[config.mk]
export PLATFORM = sky130hd
export DESIGN_NAME = line_fill_ctrl
export DESIGN_NICKNAME = d
export VERILOG_FILES = /design/src/rtl/lfc_pkg.sv /design/src/rtl/lfc_seq.sv /design/src/rtl/lfc_linebuf.sv /design/src/rtl/line_fill_ctrl.sv
export SDC_FILE = /design/constraint.sdc
export NUM_CORES = 1
export LEC_CHECK = 0
export ABC_AREA = 1
export BUFFER_PORTS_ARGS = -buffer_cell sky130_fd_sc_hd__buf_4
export CORE_ASPECT_RATIO = 0.7
export CORE_MARGIN = 5
export CORE_UTILIZATION = 45
export DETAILED_ROUTE_END_ITERATION = 8
export PLACE_DENSITY = 0.83
export SLEW_MARGIN = 40
export SYNTH_ARGS = -nofsm -noshare
export SYNTH_HDL_FRONTEND = slang
export SYNTH_SLANG_ARGS = --single-unit
[constraint.sdc]
create_clock -name clk -period 3.5 [get_ports clk]
set_clock_uncertainty 0.05 [all_clocks]
set_input_delay 0.7 -clock clk [delete_from_list [all_inputs] [get_ports clk]]
set_output_delay 0.7 -clock clk [all_outputs]
set_load 0.01 [all_outputs]
[src/rtl/lfc_pkg.sv]
package lfc_pkg;
  typedef enum logic [1:0] {
    LF_IDLE   = 2'd0,
    LF_BURST  = 2'd1,
    LF_SINGLE = 2'd2
  } lf_state_e;
endpackage

[src/rtl/lfc_seq.sv]
module lfc_seq #(
  parameter int WORDS = 4,
  localparam int CW = $clog2(WORDS)
) (
  input  logic          clk,
  input  logic          rst_n,
  input  logic          start,
  input  logic [CW-1:0] start_word,
  input  logic          mem_ack,
  input  logic          mem_err,
  input  logic          mem_inhibit,
  output logic          busy,
  output logic          mem_req,
  output logic          mem_burst,
  output logic [CW-1:0] cur_word,
  output logic          xfer_ok,
  output logic          xfer_first,
  output logic          xfer_last,
  output logic          abort
);
  import lfc_pkg::*;

  lf_state_e     state_q;
  logic [CW-1:0] beat_q;
  logic [CW-1:0] crit_q;

  assign busy       = (state_q != LF_IDLE);
  assign mem_req    = busy;
  assign mem_burst  = (state_q == LF_BURST);
  assign cur_word   = crit_q + beat_q;
  assign xfer_ok    = busy && mem_ack && !mem_err;
  assign abort      = busy && mem_err;
  assign xfer_first = xfer_ok && (beat_q == '0);
  assign xfer_last  = xfer_ok && (beat_q == CW'(WORDS - 1));

  always_ff @(posedge clk or negedge rst_n) begin
    if (!rst_n) begin
      state_q <= LF_IDLE;
      beat_q  <= '0;
      crit_q  <= '0;
    end else begin
      unique case (state_q)
        LF_IDLE: begin
          if (start) begin
            state_q <= LF_BURST;
            beat_q  <= '0;
            crit_q  <= start_word;
          end
        end
        LF_BURST, LF_SINGLE: begin
          if (abort || xfer_last) begin
            state_q <= LF_IDLE;
            beat_q  <= '0;
          end else if (xfer_ok) begin
            beat_q <= beat_q + 1'b1;
            if (xfer_first && mem_inhibit && state_q == LF_BURST)
              state_q <= LF_SINGLE;
          end
        end
        default: state_q <= LF_IDLE;
      endcase
    end
  end

  AST_START_IS_BURST: assert property (@(posedge clk) disable iff (!rst_n)
    $rose(mem_req) |-> mem_burst);
  AST_ADDR_HOLDS: assert property (@(posedge clk) disable iff (!rst_n)
    (mem_req && !mem_ack && !mem_err) |=> (mem_req && $stable(cur_word)));
  AST_ERR_DROPS_REQ: assert property (@(posedge clk) disable iff (!rst_n)
    abort |=> !mem_req);
  AST_LATE_INHIBIT_IGNORED: assert property (@(posedge clk) disable iff (!rst_n)
    (mem_burst && xfer_ok && !xfer_first && !xfer_last) |=> mem_burst);
endmodule

[src/rtl/lfc_linebuf.sv]
module lfc_linebuf #(
  parameter int WORDS  = 4,
  parameter int DATA_W = 32,
  localparam int CW     = $clog2(WORDS),
  localparam int LINE_W = WORDS * DATA_W
) (
  input  logic              clk,
  input  logic              rst_n,
  input  logic              wr,
  input  logic [CW-1:0]     wr_word,
  input  logic [DATA_W-1:0] wr_data,
  output logic [LINE_W-1:0] line
);
  for (genvar i = 0; i < WORDS; i++) begin : g_slot
    logic [DATA_W-1:0] slot_q;
    logic              hit;
    assign hit = wr && (wr_word == CW'(i));

    always_ff @(posedge clk or negedge rst_n) begin
      if (!rst_n)   slot_q <= '0;
      else if (hit) slot_q <= wr_data;
    end

    // bypass so the final word joins the line in its arrival cycle
    assign line[i*DATA_W +: DATA_W] = hit ? wr_data : slot_q;
  end
endmodule

[src/rtl/line_fill_ctrl.sv]
module line_fill_ctrl #(
  parameter int ADDR_W = 32,
  parameter int DATA_W = 32,
  parameter int WORDS  = 4,
  parameter int SETS   = 64,
  localparam int OFF_W  = $clog2(DATA_W / 8),
  localparam int CW     = $clog2(WORDS),
  localparam int IDX_W  = $clog2(SETS),
  localparam int TAG_W  = ADDR_W - IDX_W - CW - OFF_W,
  localparam int LINE_W = WORDS * DATA_W
) (
  input  logic              clk,
  input  logic              rst_n,
  input  logic              req_valid,
  output logic              req_ready,
  input  logic [ADDR_W-1:0] req_addr,
  output logic              fwd_valid,
  output logic [DATA_W-1:0] fwd_data,
  output logic              fill_done,
  output logic              fill_err,
  output logic              mem_req,
  output logic [ADDR_W-1:0] mem_addr,
  output logic              mem_burst,
  input  logic              mem_ack,
  input  logic              mem_inhibit,
  input  logic              mem_err,
  input  logic [DATA_W-1:0] mem_rdata,
  output logic              line_we,
  output logic [IDX_W-1:0]  line_index,
  output logic [TAG_W-1:0]  line_tag,
  output logic [LINE_W-1:0] line_data,
  output logic              line_valid,
  output logic [WORDS-1:0]  line_dirty
);
  logic          busy, start, xfer_ok, xfer_first, xfer_last, abort;
  logic [CW-1:0] cur_word;
  logic [TAG_W-1:0] tag_q;
  logic [IDX_W-1:0] idx_q;

  assign req_ready = !busy;
  assign start     = req_valid && req_ready;

  always_ff @(posedge clk or negedge rst_n) begin
    if (!rst_n) begin
      tag_q <= '0;
      idx_q <= '0;
    end else if (start) begin
      tag_q <= req_addr[ADDR_W-1 -: TAG_W];
      idx_q <= req_addr[OFF_W+CW +: IDX_W];
    end
  end

  lfc_seq #(.WORDS(WORDS)) u_seq (
    .clk(clk), .rst_n(rst_n), .start(start),
    .start_word(req_addr[OFF_W +: CW]),
    .mem_ack(mem_ack), .mem_err(mem_err), .mem_inhibit(mem_inhibit),
    .busy(busy), .mem_req(mem_req), .mem_burst(mem_burst),
    .cur_word(cur_word), .xfer_ok(xfer_ok), .xfer_first(xfer_first),
    .xfer_last(xfer_last), .abort(abort)
  );

  lfc_linebuf #(.WORDS(WORDS), .DATA_W(DATA_W)) u_buf (
    .clk(clk), .rst_n(rst_n), .wr(xfer_ok), .wr_word(cur_word),
    .wr_data(mem_rdata), .line(line_data)
  );

  assign mem_addr   = {tag_q, idx_q, cur_word, {OFF_W{1'b0}}};
  assign fwd_valid  = xfer_first;
  assign fwd_data   = mem_rdata;
  assign line_we    = xfer_last;
  assign fill_done  = xfer_last;
  assign fill_err   = abort;
  assign line_tag   = tag_q;
  assign line_index = idx_q;
  assign line_valid = xfer_last;
  assign line_dirty = '0;

  AST_WRITE_ONE_SHOT: assert property (@(posedge clk) disable iff (!rst_n)
    line_we |=> !line_we);
  AST_FWD_ONE_SHOT: assert property (@(posedge clk) disable iff (!rst_n)
    fwd_valid |=> !fwd_valid);
  AST_IDLE_AFTER_END: assert property (@(posedge clk) disable iff (!rst_n)
    (line_we || fill_err) |=> req_ready);
  AST_BUSY_AFTER_ACCEPT: assert property (@(posedge clk) disable iff (!rst_n)
    (req_valid && req_ready) |=> (!req_ready && mem_req));
endmodule

=== Yosys cells after proc, flatten, opt, wreduce, memory -nomap -nowiden ===
Cells that the tools add are included.

* Mux-type cells: 13
* Reductions and logical operators: 24
* Add/sub/neg operators: 2
* Equality and inequality tests: 9

{| class="wikitable"
|+ Operators with widths
! operator !! count
|-
| 32-bit 2-to-1 mux || 4
|-
| 2-bit 2-to-1 mux || 7
|-
| 1-bit logical AND || 12
|-
| 2-bit equality test, second input constant || 4
|-
| 2-bit one-hot mux with 2 select lines || 2
|-
| 2-bit logical NOT || 3
|-
| 3-bit by 1-bit != test with 1-bit output, second input constant || 2
|-
| 3-bit AND reduction || 2
|-
| 2-bit by 1-bit equality test with 1-bit output, second input constant || 2
|-
| 2-bit nonzero test || 2
|-
| 2-bit by 1-bit adder with 2-bit output, second input constant || 1
|-
| 2-bit adder || 1
|-
| 1-bit logical NOT || 2
|-
| 2-bit != test, second input constant || 1
|-
| 2-bit AND reduction || 1
|-
| 2-bit OR reduction || 1
|-
| 1-bit logical OR || 1
|}

* Register bits after elaboration: 162
* Bits of input ports: 70
* Word-level logic and storage cells: 57
* Output and inout port bits: 232

=== Longest topological paths before layout ===
Gate-level depths: netlist of run 1.

* Word-level depth: 10
* Gate-level depth with buffers: 9
* Depth with buffers taken out: 9

=== Cells and area by module ===
A second synthesis of run 1 with hierarchy kept.

* Cell total of the unflattened synthesis: 820
* Area total of the unflattened synthesis: 7330.8 um^2

{| class="wikitable"
|+ By module, submodules not included
! module !! cells an instance !! area each (um^2) !! sequential area each (um^2) !! instances
|-
| lfc_linebuf || 569 || 5188.7 || 3203.1 || 1
|-
| line_fill_ctrl || 193 || 1664.1 || 700.7 || 1
|-
| lfc_seq || 58 || 478.0 || 150.1 || 1
|}

=== Worst setup path before layout of run 1 ===
No wires, ideal clock.

* Path type: register to output
* From: register u_seq.state_q[0]
* To: output port line_data[53]
* Arrival: 1.635 ns
* Cell stages (with the launch flop): 9
* Data required time: 2.750 ns
* Buffers on the path: 1
* Slack: 1.115 ns
* Path through: dfrtp_1 -> inv_1 -> ha_1 -> nor2_2 -> nand2_2 -> nor2_4 -> nand2_4 -> buf_6 -> o21ai_1

* Word-level cells in the longest chain between the ends: 5

{| class="wikitable"
|+ Ends and longest elaborated chain
! what !! line !! RTL
|-
| from (decl) || lfc_seq.sv:23 || <nowiki>lf_state_e state_q;</nowiki>
|-
| from (signal assigned) || lfc_seq.sv:38 || <nowiki>state_q <= LF_IDLE;</nowiki>
|-
| from (signal assigned) || lfc_seq.sv:45 || <nowiki>state_q <= LF_BURST;</nowiki>
|-
| from (signal assigned) || lfc_seq.sv:52 || <nowiki>state_q <= LF_IDLE;</nowiki>
|-
| 2-bit nonzero test || lfc_seq.sv:27 || <nowiki>assign busy = (state_q != LF_IDLE);</nowiki>
|-
| 1-bit logical AND (2 in series) || lfc_seq.sv:31 || <nowiki>assign xfer_ok = busy && mem_ack && !mem_err;</nowiki>
|-
| 1-bit logical AND || lfc_linebuf.sv:17 || <nowiki>assign hit = wr && (wr_word == CW'(i));</nowiki>
|-
| 32-bit 2-to-1 mux || -- ||
|-
| to (decl) || line_fill_ctrl.sv:31 || <nowiki>output logic [LINE_W-1:0] line_data,</nowiki>
|}

No other way between the ends.

=== Final worst setup path of run 1 ===
* From: register u_seq.state_q[0]
* To: output port line_data[15]

* Word-level cells in the longest chain between the ends: 5

{| class="wikitable"
|+ Ends and longest elaborated chain
! what !! line !! RTL
|-
| 2-bit nonzero test || lfc_seq.sv:27 ||
|-
| 1-bit logical AND (2 in series) || lfc_seq.sv:31 ||
|-
| 1-bit logical AND || lfc_linebuf.sv:17 ||
|-
| 32-bit 2-to-1 mux || lfc_linebuf.sv:25 || <nowiki>assign line[i*DATA_W +: DATA_W] = hit ? wr_data : slot_q;</nowiki>
|}

No other way between the ends.

==> results of run 1 <==
-- logic make-up after synthesis --
logic type	Yosys count	share of synthesized area [%]
AO/OA/AOI/OAI	130	13.1
XOR/XNOR	2	0.246
adder cells (fa/ha/maj)	7	1.23
buffers and inverters	139	13.6
flip-flops	162	57.0
multiplexers	30	4.75
other	1	0.0527
AND/OR/NAND/NOR	165	10.1
-- Yosys cell counts, types with 2 or more instances --
cell / n / area share, %
sky130_fd_sc_hd__nor2_1: 4 / 0.21
sky130_fd_sc_hd__nand3_1: 6 / 0.42
sky130_fd_sc_hd__o21ai_2: 73 / 9.0
sky130_fd_sc_hd__buf_4: 68 / 7.2
sky130_fd_sc_hd__mux2_2: 30 / 4.7
sky130_fd_sc_hd__buf_6: 24 / 3.8
sky130_fd_sc_hd__buf_2: 3 / 0.21
sky130_fd_sc_hd__o21bai_1: 2 / 0.21
sky130_fd_sc_hd__o21ai_1: 55 / 3.9
sky130_fd_sc_hd__inv_1: 43 / 2.3
sky130_fd_sc_hd__nor2_4: 2 / 0.32
sky130_fd_sc_hd__nand2_4: 3 / 0.47
sky130_fd_sc_hd__nand2_1: 141 / 7.4
sky130_fd_sc_hd__nand2_8: 2 / 0.56
sky130_fd_sc_hd__dfrtp_1: 162 / 57
sky130_fd_sc_hd__or2_2: 2 / 0.18
sky130_fd_sc_hd__nand2_2: 2 / 0.18
sky130_fd_sc_hd__ha_1: 7 / 1.2
-- critical path: stages (launching register included) --
cell and delay (ns):
sky130_fd_sc_hd__dfrtp_1 0.37, sky130_fd_sc_hd__inv_1 0.08, sky130_fd_sc_hd__ha_1 0.26, sky130_fd_sc_hd__nor2_2 0.16, sky130_fd_sc_hd__nand2_2 0.12, sky130_fd_sc_hd__nor2_4 0.20, sky130_fd_sc_hd__nand2_4 0.28, sky130_fd_sc_hd__buf_12 0.28
sky130_fd_sc_hd__o21ai_2 0.16, sky130_fd_sc_hd__buf_4 0.15
-- flip-flops by register name, indices dropped and copies added (netlist names) --
name,flops
u_seq.beat_q,2
line_tag,22
line_index,6
u_seq.state_q,2
u_seq.crit_q,2
u_buf.g_slot.slot_q,128
-- timing repair --
item	CTS	global route
gates resized for setup	0	1
endpoints found under the hold margin	0	0
setup endpoints to repair	0	1
-- stage by stage --
stage	setup slack [ns]	instance area (sq um)	util [%]	instances	hold slack [ns]
2_1_floorplan	1.11	7130	-	641	0.354
3_3_place_gp	0.561	8870	57.2	1044	0.401
3_5_place_dp	0.488	8870	57.2	1044	0.407
4_1_cts	0.146	9490	61.2	1075	0.166
5_1_grt	0.0370	9500	61.3	1075	0.196
6_report	0.232	9500	61.3	1075	0.170
-- per-layer routing --
metal | vias up | track usage [%] | share of wire, %
li1 | 2439 | - | -
met4 | 0 | 5.90 | 1.4
met5 | - | 0 | 0
met1 | 2468 | 24.2 | 42
met3 | 19 | 6.70 | 8.4
met2 | 204 | 31.7 | 48
-- report_power, final --
group | switching [uW] | internal (uW)
clock network | 748 | 1220
logic | 2460 | 2250
registers | 349 | 2750
total | 3560 | 6210
-- layout make-up --
cell class / count / area [sq um] / share of cell area [%]
multi-input cells: 340 / 2120 / 22.3
repair buffers: 298 / 2280 / 24.0
clock inverters: 12 / 180 / 1.90
well taps: 200 / 250 / 2.63
clock buffers: 19 / 443 / 4.66
inverters: 44 / 173 / 1.82
flip-flops and latches: 162 / 4050 / 42.7
-- how the worst min path moves through the flow --
stage / from / end / depth (start not counted)
3_3_place_gp: u_buf.g_slot[0].slot_q[10] / u_buf.g_slot[0].slot_q[10] / 2
4_1_cts: rst_n / u_seq.beat_q[0] / 1
6_report: rst_n / line_index[4] / 1
2_1_floorplan: rst_n / line_index[0] / 0
3_5_place_dp: u_buf.g_slot[1].slot_q[23] / u_buf.g_slot[1].slot_q[23] / 2
5_1_grt: rst_n / u_seq.beat_q[0] / 1
==> run summary, run 1 <==
The worst path arrival time is 2.52 ns. The number of core rows is 38. The final setup violation count came out at 0.

The clock drives 162 sinks. Routability-driven placement finished with a final weighted congestion of 0.787. The number of global-route vias before repair came out at 5,356. The layout overhead on the synthesized area is 33.5%. The post-synthesis cell count came out at 636. The count of TritonRoute iterations in the first routing pass came out at 5. The height of the die is 115 microns. The number of enable flip-flop cells after synthesis is 0. The post-CTS setup repair buffer count came out at 0. The worst setup path is launched from a register. The critical path data required time is 2.75 ns.

The area of the core is 0.0155 sq mm. The final count of hold timing violations came out at 0. The critical path starts at u_seq.state_q[0].

The number of port buffers is 293. The worst-case IR drop observed on VDD is 616 uV. The number of pins exceeding their max-slew limit in the final report is 0. The number of distinct library cell variants in the gate-level netlist after synthesis is 25.

The final HPWL from detailed placement is 13,000 microns. In this run the critical register-to-register path is captured at u_buf.g_slot[0].slot_q[15]. The count of antenna-violating nets left after detailed routing is 0.

The path class of the tightest hold or removal check is in2async. The sequential-to-total area share from yosys stat is 57.0%. In the final routed layout, each cell accounts on average for 16.4 microns.

The fill cell total of the finished layout is 1,248. After routing, the total negative slack on setup checks comes to 0 ns. The most common flop cell mapped by yosys is sky130_fd_sc_hd__dfrtp_1.

The total routed wirelength is 17,600 microns. In the layout the commonest cells are 294 x sky130_fd_sc_hd__buf_4, 162 x sky130_fd_sc_hd__dfrtp_1, 141 x sky130_fd_sc_hd__nand2_1. The sum of internal, switching and leakage power is 9760 uW. The Yosys warning count is 0. The fraction of the cycle the final worst path needs came out at 93.4%. The power per standard cell area came out at 1030 mW/mm^2. Entering global routing, the biggest net connects 81 pins. The leakage dissipation is 0.00498 uW.

The number of flip-flops and latches in the synthesized netlist came out at 162. The overall overflow remaining after global route is 0. For this configuration, the core starts out at a cell density of 45.9%. The die area came out at 0.0185 sq mm.

The flow ran to the end, and the final reports show no timing, DRC or antenna violations. Leaving out fill and tap cells, the most frequent cell in the layout is sky130_fd_sc_hd__buf_4. In this run the horizontal extent of the chip is 160 microns. The clock-pin slew on the worst setup and hold paths came out at 0.06 ns. For this run, the total global-route usage over all layers was measured as 19.2%. The global-route wire length before repair came out at 28,200 microns.

The type of the worst setup path is reg2out. The post-synthesis cell area came out at 0.00711 sq mm. The later pin in the worst-skew pair is clocked with a latency of 0.41 ns. Following the worst setup path forward leads to its endpoint at line_data[15]. After detailed routing, the number of remaining DRC violations is 0.

At the end of the flow, the number of nets in the layout was 940. 302 I/O pins were placed. The clock passes through at most 2 buffers. The share of synthesized registers carrying an async set or reset is 100%. The detailed router finished its first iteration with 261 violations. The reg2reg setup slack came out at 1.38 ns. The share of layout cells above drive strength 1 came out at 50.7%. The post-route minimum period is 3.27 ns.

The worst register-to-register path begins at u_seq.state_q[0]. The overall via count from detail_route is 5,130. The average footprint of a synthesized cell came out at 11.2 sq um. The number of antenna violations at the first check in global routing came out at 0.

STA classifies the critical path endpoint as an output port. The tool flagged a number of max-cap violations equal to 0. The number of antenna diodes in the final layout is 0.

For this design, the CTS-stage hold fixing added 0 buffers. Measured in cells, the most critical reg-to-reg path has a length of 9. The maximum achievable frequency is 0.306 GHz.

The number of clock buffers inserted by TritonCTS came out at 17. The per-cell via count in the routed design came out at 4.77. TritonCTS built the clock tree. The largest fanout of any net on the critical path came out at 34. Setup repair after global routing left no endpoint under its margin.

The H-tree was split into 4 levels. The root cell of the clock tree is sky130_fd_sc_hd__clkbuf_16.
Note: power is estimated with default switching activity, not from simulation.
==> run 2: changes to the inputs <==
--- a/config.mk
+++ b/config.mk
@@ -6,12 +6,13 @@
 export NUM_CORES = 1
 export LEC_CHECK = 0
 export ABC_AREA = 1
-export BUFFER_PORTS_ARGS = -buffer_cell sky130_fd_sc_hd__buf_4
 export CORE_ASPECT_RATIO = 0.7
 export CORE_MARGIN = 5
 export CORE_UTILIZATION = 45
 export DETAILED_ROUTE_END_ITERATION = 8
-export PLACE_DENSITY = 0.83
+export DONT_BUFFER_PORTS = 1
+export PLACE_DENSITY = 0.67
+export REMOVE_ABC_BUFFERS = 1
 export SLEW_MARGIN = 40
 export SYNTH_ARGS = -nofsm -noshare
 export SYNTH_HDL_FRONTEND = slang
==> constraint.sdc (replaced) <==
create_clock -name clk -period 3.3 [get_ports clk]
set_clock_uncertainty 0.05 [all_clocks]
set_input_delay 0.66 -clock clk [delete_from_list [all_inputs] [get_ports clk]]
set_output_delay 0.66 -clock clk [all_outputs]
set_load 0.01 [all_outputs]
==> run summary, run 2 (synthesized netlist as in run 1, its figures left out) <==
The tightest min-delay check is of the in2async type. Summing all placed instances gives a cell area of 0.00664 sq mm. The maximum resistive drop on vdd came out at 475 uV. The height of the die came out at 115 microns. The number of pins exceeding their max-slew limit in the final report is 0. In the final layout, the share of cells above drive strength 1 is 29.1%.

The final HPWL from detailed placement is 10,600 microns. The clock-pin slew on the worst setup and hold paths came out at 0.07 ns. Dividing total power by cell area gives a power density of 1130 mW/mm^2.

For the worst setup path, the data required time is 2.59 ns. The area growth from synthesis to layout is 2.57%. The number of diodes added for antenna fixing is 0.

The library cells used most frequently in the layout, excluding fill and tap cells, are 162 x sky130_fd_sc_hd__dfrtp_1, 141 x sky130_fd_sc_hd__nand2_1, 89 x sky130_fd_sc_hd__o21ai_2. The overall routing resource usage came out at 16.6%. The total routed wirelength is 15,300 microns. TritonCTS built the clock tree. The root cell of the clock tree is sky130_fd_sc_hd__clkbuf_16. The maximum achievable frequency is 0.312 GHz. The max-slew headroom at the worst pin is 66.0%. For this configuration, the core starts out at a cell density of 45.9%. The die area is 0.0185 sq mm. The post-CTS setup repair buffer count is 0. The number of clock buffers inserted by TritonCTS came out at 17. In this run the core area contains 38 standard-cell rows.

The top register by number of flip-flops is u_buf.g_slot.slot_q. The floorplan die width is 160 microns. Subtracting the final worst setup slack from the clock period gives 3.21 ns. The utilization after layout came out at 47.1%. By startpoint and endpoint, the worst setup path is classified as reg2out. The count of antenna-violating nets left after detailed routing came out at 0. Leaving out fill and tap cells, the most frequent cell in the layout is sky130_fd_sc_hd__dfrtp_1. The worst-skew pair later-pin latency is 0.41 ns. The maximum number of pins on one net before global-route repair came out at 163.

The initial detailed-routing violation count is 228. The leakage dissipation came out at 0.00351 uW. The global-route wire length before repair is 23,900 microns. The final count of hold timing violations came out at 162.

The number of port buffers is 0. The count of TritonRoute iterations in the first routing pass is 4. The H-tree depth came out at 4. The number of primary I/O pins is 302. The number of antenna violations at the first check in global routing came out at 0. The per-cell via count in the routed design came out at 5.16. STA classifies the critical path startpoint as a register.

The cell area after layout is 0.00730 sq mm. The transition time at the pin with the least slew margin is 0.511 ns. The number of buffers on the longest clock path came out at 2.

The run finished, with violations left. STA classifies the critical path endpoint as an output port. The tool flagged a number of max-cap violations equal to 0.

The number of global-route vias before repair came out at 4,184. The largest fanout of any net on the critical path is 64. Summed over all layers, the global routing overflow is 0.

The final reports fail on negative hold slack. The worst hold-check slack came out at -0.129 ns. The worst path arrival time came out at 2.50 ns. Dividing the detail-routed wire length by the instance count gives 19.6 microns. The CTS sink count came out at 162.

The register with the most flip-flops in the layout has 128 of them. Setup violations remaining at the end of the flow were counted as 0. The fraction of the cycle the final worst path needs is 97.2%. The setup check on the worst reg-to-reg path leaves a slack of 1.05 ns. The area of the core came out at 0.0155 sq mm. Setup repair after global routing could not meet its margin everywhere. The overall via count from detail_route is 4,033. The final weighted congestion in routability-driven placement is 0.797.

In the routed design, unresolved DRC markers number 0. The number of nets in the layout is 645.
[run 2: routing by layer]
| metal | part of all wire [%] | up-vias | track usage (%) |
|---|---|---|---|
| li1 | - | 1852 | - |
| met1 | 41 | 1994 | 20.8 |
| met2 | 48 | 170 | 25.2 |
| met3 | 9.7 | 17 | 8.17 |
| met4 | 1.2 | 0 | 6.13 |
| met5 | 0 | - | 0 |
[run 2: final cells by class]
| type | count | area (sq um) |
|---|---|---|
| repair buffers | 3 | 47.5 |
| clock inverters | 14 | 139 |
| clock buffers | 18 | 429 |
| well taps | 200 | 250 |
| fillers | 1386 | 8200 |
| inverters | 44 | 173 |
| flip-flops and latches | 162 | 4050 |
| multi-input cells | 340 | 2200 |
[run 2: metrics by stage]
stage	TNS, ns	instances	total power (uW)	setup WS (ns)
3_3_place_gp	0	749	6250	0.526
2_1_floorplan	0	546	5680	0.736
3_5_place_dp	0	749	6400	0.419
5_1_grt	-0.236	781	8800	-0.0379
4_1_cts	0	781	8330	0.00201
6_report	0	781	8270	0.0935
[run 2: worst paths after layout]
kind / from / endpoint / cells after the start
min reg2reg: u_buf.g_slot[3].slot_q[21] / u_buf.g_slot[3].slot_q[21] / 2
min: rst_n / u_buf.g_slot[3].slot_q[20] / 0
max reg2reg: u_seq.state_q[0] / u_buf.g_slot[2].slot_q[10] / 7
max: u_seq.state_q[0] / line_data[81] / 7
max in group asynchronous: rst_n / u_buf.g_slot[3].slot_q[8] / 0
min in group clk: req_addr[9] / line_index[5] / 1
[run 2: report_power, final]
group          switching [uW]  total (uW)  internal, uW
Sequential                599        3510          2910
Clock                     868        1870          1000
Combinational            2010        2900           884
[run 2: repair_timing]
action                     4_1_cts  5_1_grt
setup endpoints to repair        9       76
gates resized for setup         11       11
pin swaps                        0        1
hold endpoints to repair       162      162
[run 2: critical path: stages (launching register included)]
cell and delay (ns):
sky130_fd_sc_hd__dfrtp_1 0.39, sky130_fd_sc_hd__inv_1 0.10, sky130_fd_sc_hd__ha_2 0.25, sky130_fd_sc_hd__nor2_2 0.15, sky130_fd_sc_hd__nand2_2 0.13, sky130_fd_sc_hd__nor2_4 0.27, sky130_fd_sc_hd__nand2_8 0.31, sky130_fd_sc_hd__o21ai_1 0.43
==> run 3: changes to the inputs <==
--- a/config.mk
+++ b/config.mk
@@ -16,4 +16,5 @@
 export SLEW_MARGIN = 40
 export SYNTH_ARGS = -nofsm -noshare
 export SYNTH_HDL_FRONTEND = slang
+export SYNTH_HIERARCHICAL = 1
 export SYNTH_SLANG_ARGS = --single-unit
==> run summary, run 3 <==
STA classifies the critical path endpoint as an output port. Combinational cells account for 37.5% of the total power. The Yosys warning count is 6. The max-slew headroom at the worst pin came out at 62.7%.

The maximum resistive drop on vdd is 543 uV. The detailed-route wire length per cell is 20.4 microns. TritonCTS built the clock tree. The worst-skew pair later-pin latency came out at 0.41 ns. The remaining routing DRC violations is 0. The routed design could run at a clock period as short as 3.10 ns.

The number of max-cap violations is 0. The library cells used most frequently in the layout, excluding fill and tap cells, are 326 x sky130_fd_sc_hd__nand2_1, 162 x sky130_fd_sc_hd__dfrtp_1, 97 x sky130_fd_sc_hd__nand4_1. Entering global routing, the biggest net connects 163 pins.

The post-synthesis cell area is 0.00733 sq mm. The maximum achievable frequency is 0.323 GHz. Among all flip-flop cells after synthesis, the most frequent one is sky130_fd_sc_hd__dfrtp_1.

The sequential-to-total area share from yosys stat came out at 55.3%. The average footprint of a synthesized cell is 8.94 sq um. For the pin with the worst max-slew slack, the measured transition is 0.558 ns. In the post-synthesis netlist, the cell with the most instances is sky130_fd_sc_hd__nand2_1. The number of antenna violations at the first check in global routing came to 0. In this run, distinct cell masters in the synthesized netlist total 24. Buffers placed on the I/O ports in this run total 0. The worst hold-check slack is -0.112 ns. The leakage dissipation is 0.00398 uW. In this run the worst hold path is classified as in2async.

The critical path data required time came out at 2.59 ns. The CTS sink count is 162. The number of nets in the layout came out at 810.

The final weighted congestion in routability-driven placement came out at 0.782. The cell internal power dissipation came out at 4870 uW. The run finished, with violations left. The area of the core came out at 0.0162 sq mm.

The share of total power in the clock network is 24.7%. The wire-length estimate of the detail-placed layout is 12,700 microns. The final count of hold timing violations is 162. The switching part of the total is 44.8%. The count of TritonRoute iterations in the first routing pass came out at 4. The register with the most flip-flops in the layout has 128 of them. The worst setup path is of the reg2out kind. The final reports fail on negative hold slack. The area fraction of the dominant cell type after synthesis is 55.3%.

The global-route wire length before repair came out at 30,300 microns. The net switching power figure came out at 3940 uW. Cells fill 47.5% of the core in the end. The worst path arrival time came out at 2.39 ns. The die area came out at 0.0190 sq mm.

CTS placed an instance of sky130_fd_sc_hd__clkbuf_16 at the clock tree root. The share of layout cells above drive strength 1 is 9.12%. The die is 117 microns tall. The startpoint kind of the worst setup timing path is a register.

The sum of internal, switching and leakage power is 8810 uW. The overall routing resource usage came out at 20.7%. The number of enable flip-flop cells after synthesis came out at 0.

By count the netlist is led by 326 x sky130_fd_sc_hd__nand2_1, 162 x sky130_fd_sc_hd__dfrtp_1, 97 x sky130_fd_sc_hd__nand4_1. The number of diodes added for antenna fixing is 0. Setup repair after global routing left no endpoint under its margin.

The number of primary I/O pins is 302. Synthesis handed over a netlist of 820 instances. Setup violations remaining at the end of the flow were counted as 0.

The dominant cell type by area after synthesis is sky130_fd_sc_hd__dfrtp_1. Once detail routing completed, the nets flagged for antenna violations numbered 0. After layout, the worst path uses 93.9% of the clock period. The number of global-route vias before repair came out at 5,061. The sequential fraction of design power came out at 37.7%. The number of clock buffers inserted by TritonCTS came out at 17. The first routing iteration left 485 violations. In this run the deepest clock path goes through 2 buffers. Measured along the x axis, the die boundary spans 163 microns. The library cell used most frequently in the layout, excluding fill and tap cells, is sky130_fd_sc_hd__nand2_1. In this run the worst path has a maximum fanout of 27. Counting flops with an async set or reset pin after synthesis yields a share of 100%. The effective utilization at floorplan is 45.4%. The number of core rows came out at 39. The H-tree depth is 4. More flip-flops sit in one register than any other, and that register is u_buf/g_slot.slot_q. The power per standard cell area came out at 1150 mW/mm^2. The per-cell via count in the routed design is 5.44.

The number of pins exceeding their max-slew limit in the final report came out at 0. The post-CTS setup repair buffer count came out at 0. After synthesis, the cell types taking the most area are sky130_fd_sc_hd__dfrtp_1 55%, sky130_fd_sc_hd__nand2_1 17%, sky130_fd_sc_hd__nand4_1 8.3%.

The total routed wirelength came out at 19,800 microns. The overall via count from detail_route is 5,281. The clock-pin slew on the worst setup and hold paths came out at 0.07 ns. The layout overhead on the synthesized area is 4.71%.

After global routing the overflow that remains totals 0. The number of flip-flops and latches in the synthesized netlist is 162.
==> run 3: cell count changes in the layout (fill, tap and decap cells not counted), moves of 5 or more <==
cell                        before  now
sky130_fd_sc_hd__buf_4           1   12
sky130_fd_sc_hd__bufinv_16       0    5
sky130_fd_sc_hd__inv_1          43   14
sky130_fd_sc_hd__mux2_2         30    2
sky130_fd_sc_hd__nand2_1       141  326
sky130_fd_sc_hd__nand3_1         6   61
sky130_fd_sc_hd__nand4_1         1   97
sky130_fd_sc_hd__o21ai_1        37    2
sky130_fd_sc_hd__o21ai_2        89    0
==> run 3: worst max-delay path, cell delays in order, from the launching register on <==
cell and delay [ns]:
sky130_fd_sc_hd__dfrtp_1 0.42, sky130_fd_sc_hd__ha_2 0.44, sky130_fd_sc_hd__buf_4 0.36, sky130_fd_sc_hd__inv_1 0.14, sky130_fd_sc_hd__nand3_2 0.09, sky130_fd_sc_hd__buf_4 0.27, sky130_fd_sc_hd__nand2_1 0.09, sky130_fd_sc_hd__nand2_1 0.16
==> run 3: power groups by stage <==
stage / Clock, uW / Combinational, uW / Sequential [uW]
floorplan: 0 / 2160 / 3250
global placement: 0 / 3230 / 3330
detailed placement: 0 / 3280 / 3360
CTS: 2230 / 3300 / 3330
global route: 2320 / 3650 / 3420
finish: 2180 / 3310 / 3320
==> run 3: logic make-up (layout without fill, tap and decap cells) <==
family / count (synthesis) / in the layout / share of synthesized area, %
compound gates: 4 / 4 / 0.307
simple gates: 498 / 498 / 30.5
mux: 2 / 2 / 0.307
buf+inv: 145 / 66 / 12.3
xor+xnor: 2 / 2 / 0.239
fa+ha+maj: 6 / 6 / 1.02
flops: 162 / 162 / 55.3
other cells: 1 / 6 / 0.0512
==> run 3: final timing paths <==
check                                       from                   endpoint  slack [ns]  depth (start not counted)
worst max-delay path             u_seq/beat_q[0]              line_data[79]        0.20                          7
worst min-delay path                       rst_n               line_tag[12]       -0.11                          0
min in group clk                    req_addr[21]               line_tag[11]        0.34                          2
max in group asynchronous                  rst_n  u_buf/g_slot[2].slot_q[2]        3.09                          0
worst min register to register  u_seq/state_q[1]           u_seq/state_q[1]        0.47                          2
worst max register to register  u_seq/state_q[0]            u_seq/beat_q[0]        1.10                         11
==> run 3: area by class of cell <==
type | count | area [sq um]
clock buffers | 17 | 425
clock inverters | 14 | 228
fillers | 1511 | 8480
inverters | 17 | 68.8
multi-input cells | 518 | 2430
flip-flops and latches | 162 | 4050
well taps | 225 | 282
repair buffers | 18 | 184
==> run 3: metrics by stage <==
step,setup TNS [ns],cell area [sq um],instances,setup slack (ns),hold WS (ns)
finish,0,7680,971,0.202,-0.112
global route,0,7680,971,0.00647,-0.151
CTS,0,7650,971,0.0638,-0.136
detailed placement,0,6990,940,0.446,0.318
global placement,0,6990,940,0.489,0.318
floorplan,-664.22,6520,697,-3.34,0.314
==> run 3: what timing repair did <==
| item | in CTS | in global routing |
|---|---|---|
| gates resized for setup | 1 | 7 |
| cloned | 0 | 0 |
| endpoints found under the hold margin | 162 | 162 |
| pin swaps | 0 | 0 |
| endpoints found under the setup margin | 2 | 105 |
==> run 3: routing by layer <==
| layer | track usage (%) | share of wire (%) | vias up |
|---|---|---|---|
| met5 | 0 | 0 | - |
| met4 | 4.41 | 0.70 | 0 |
| li1 | - | - | 2459 |
| met2 | 30.7 | 47 | 223 |
| met1 | 28.5 | 43 | 2583 |
| met3 | 8.93 | 9.7 | 16 |
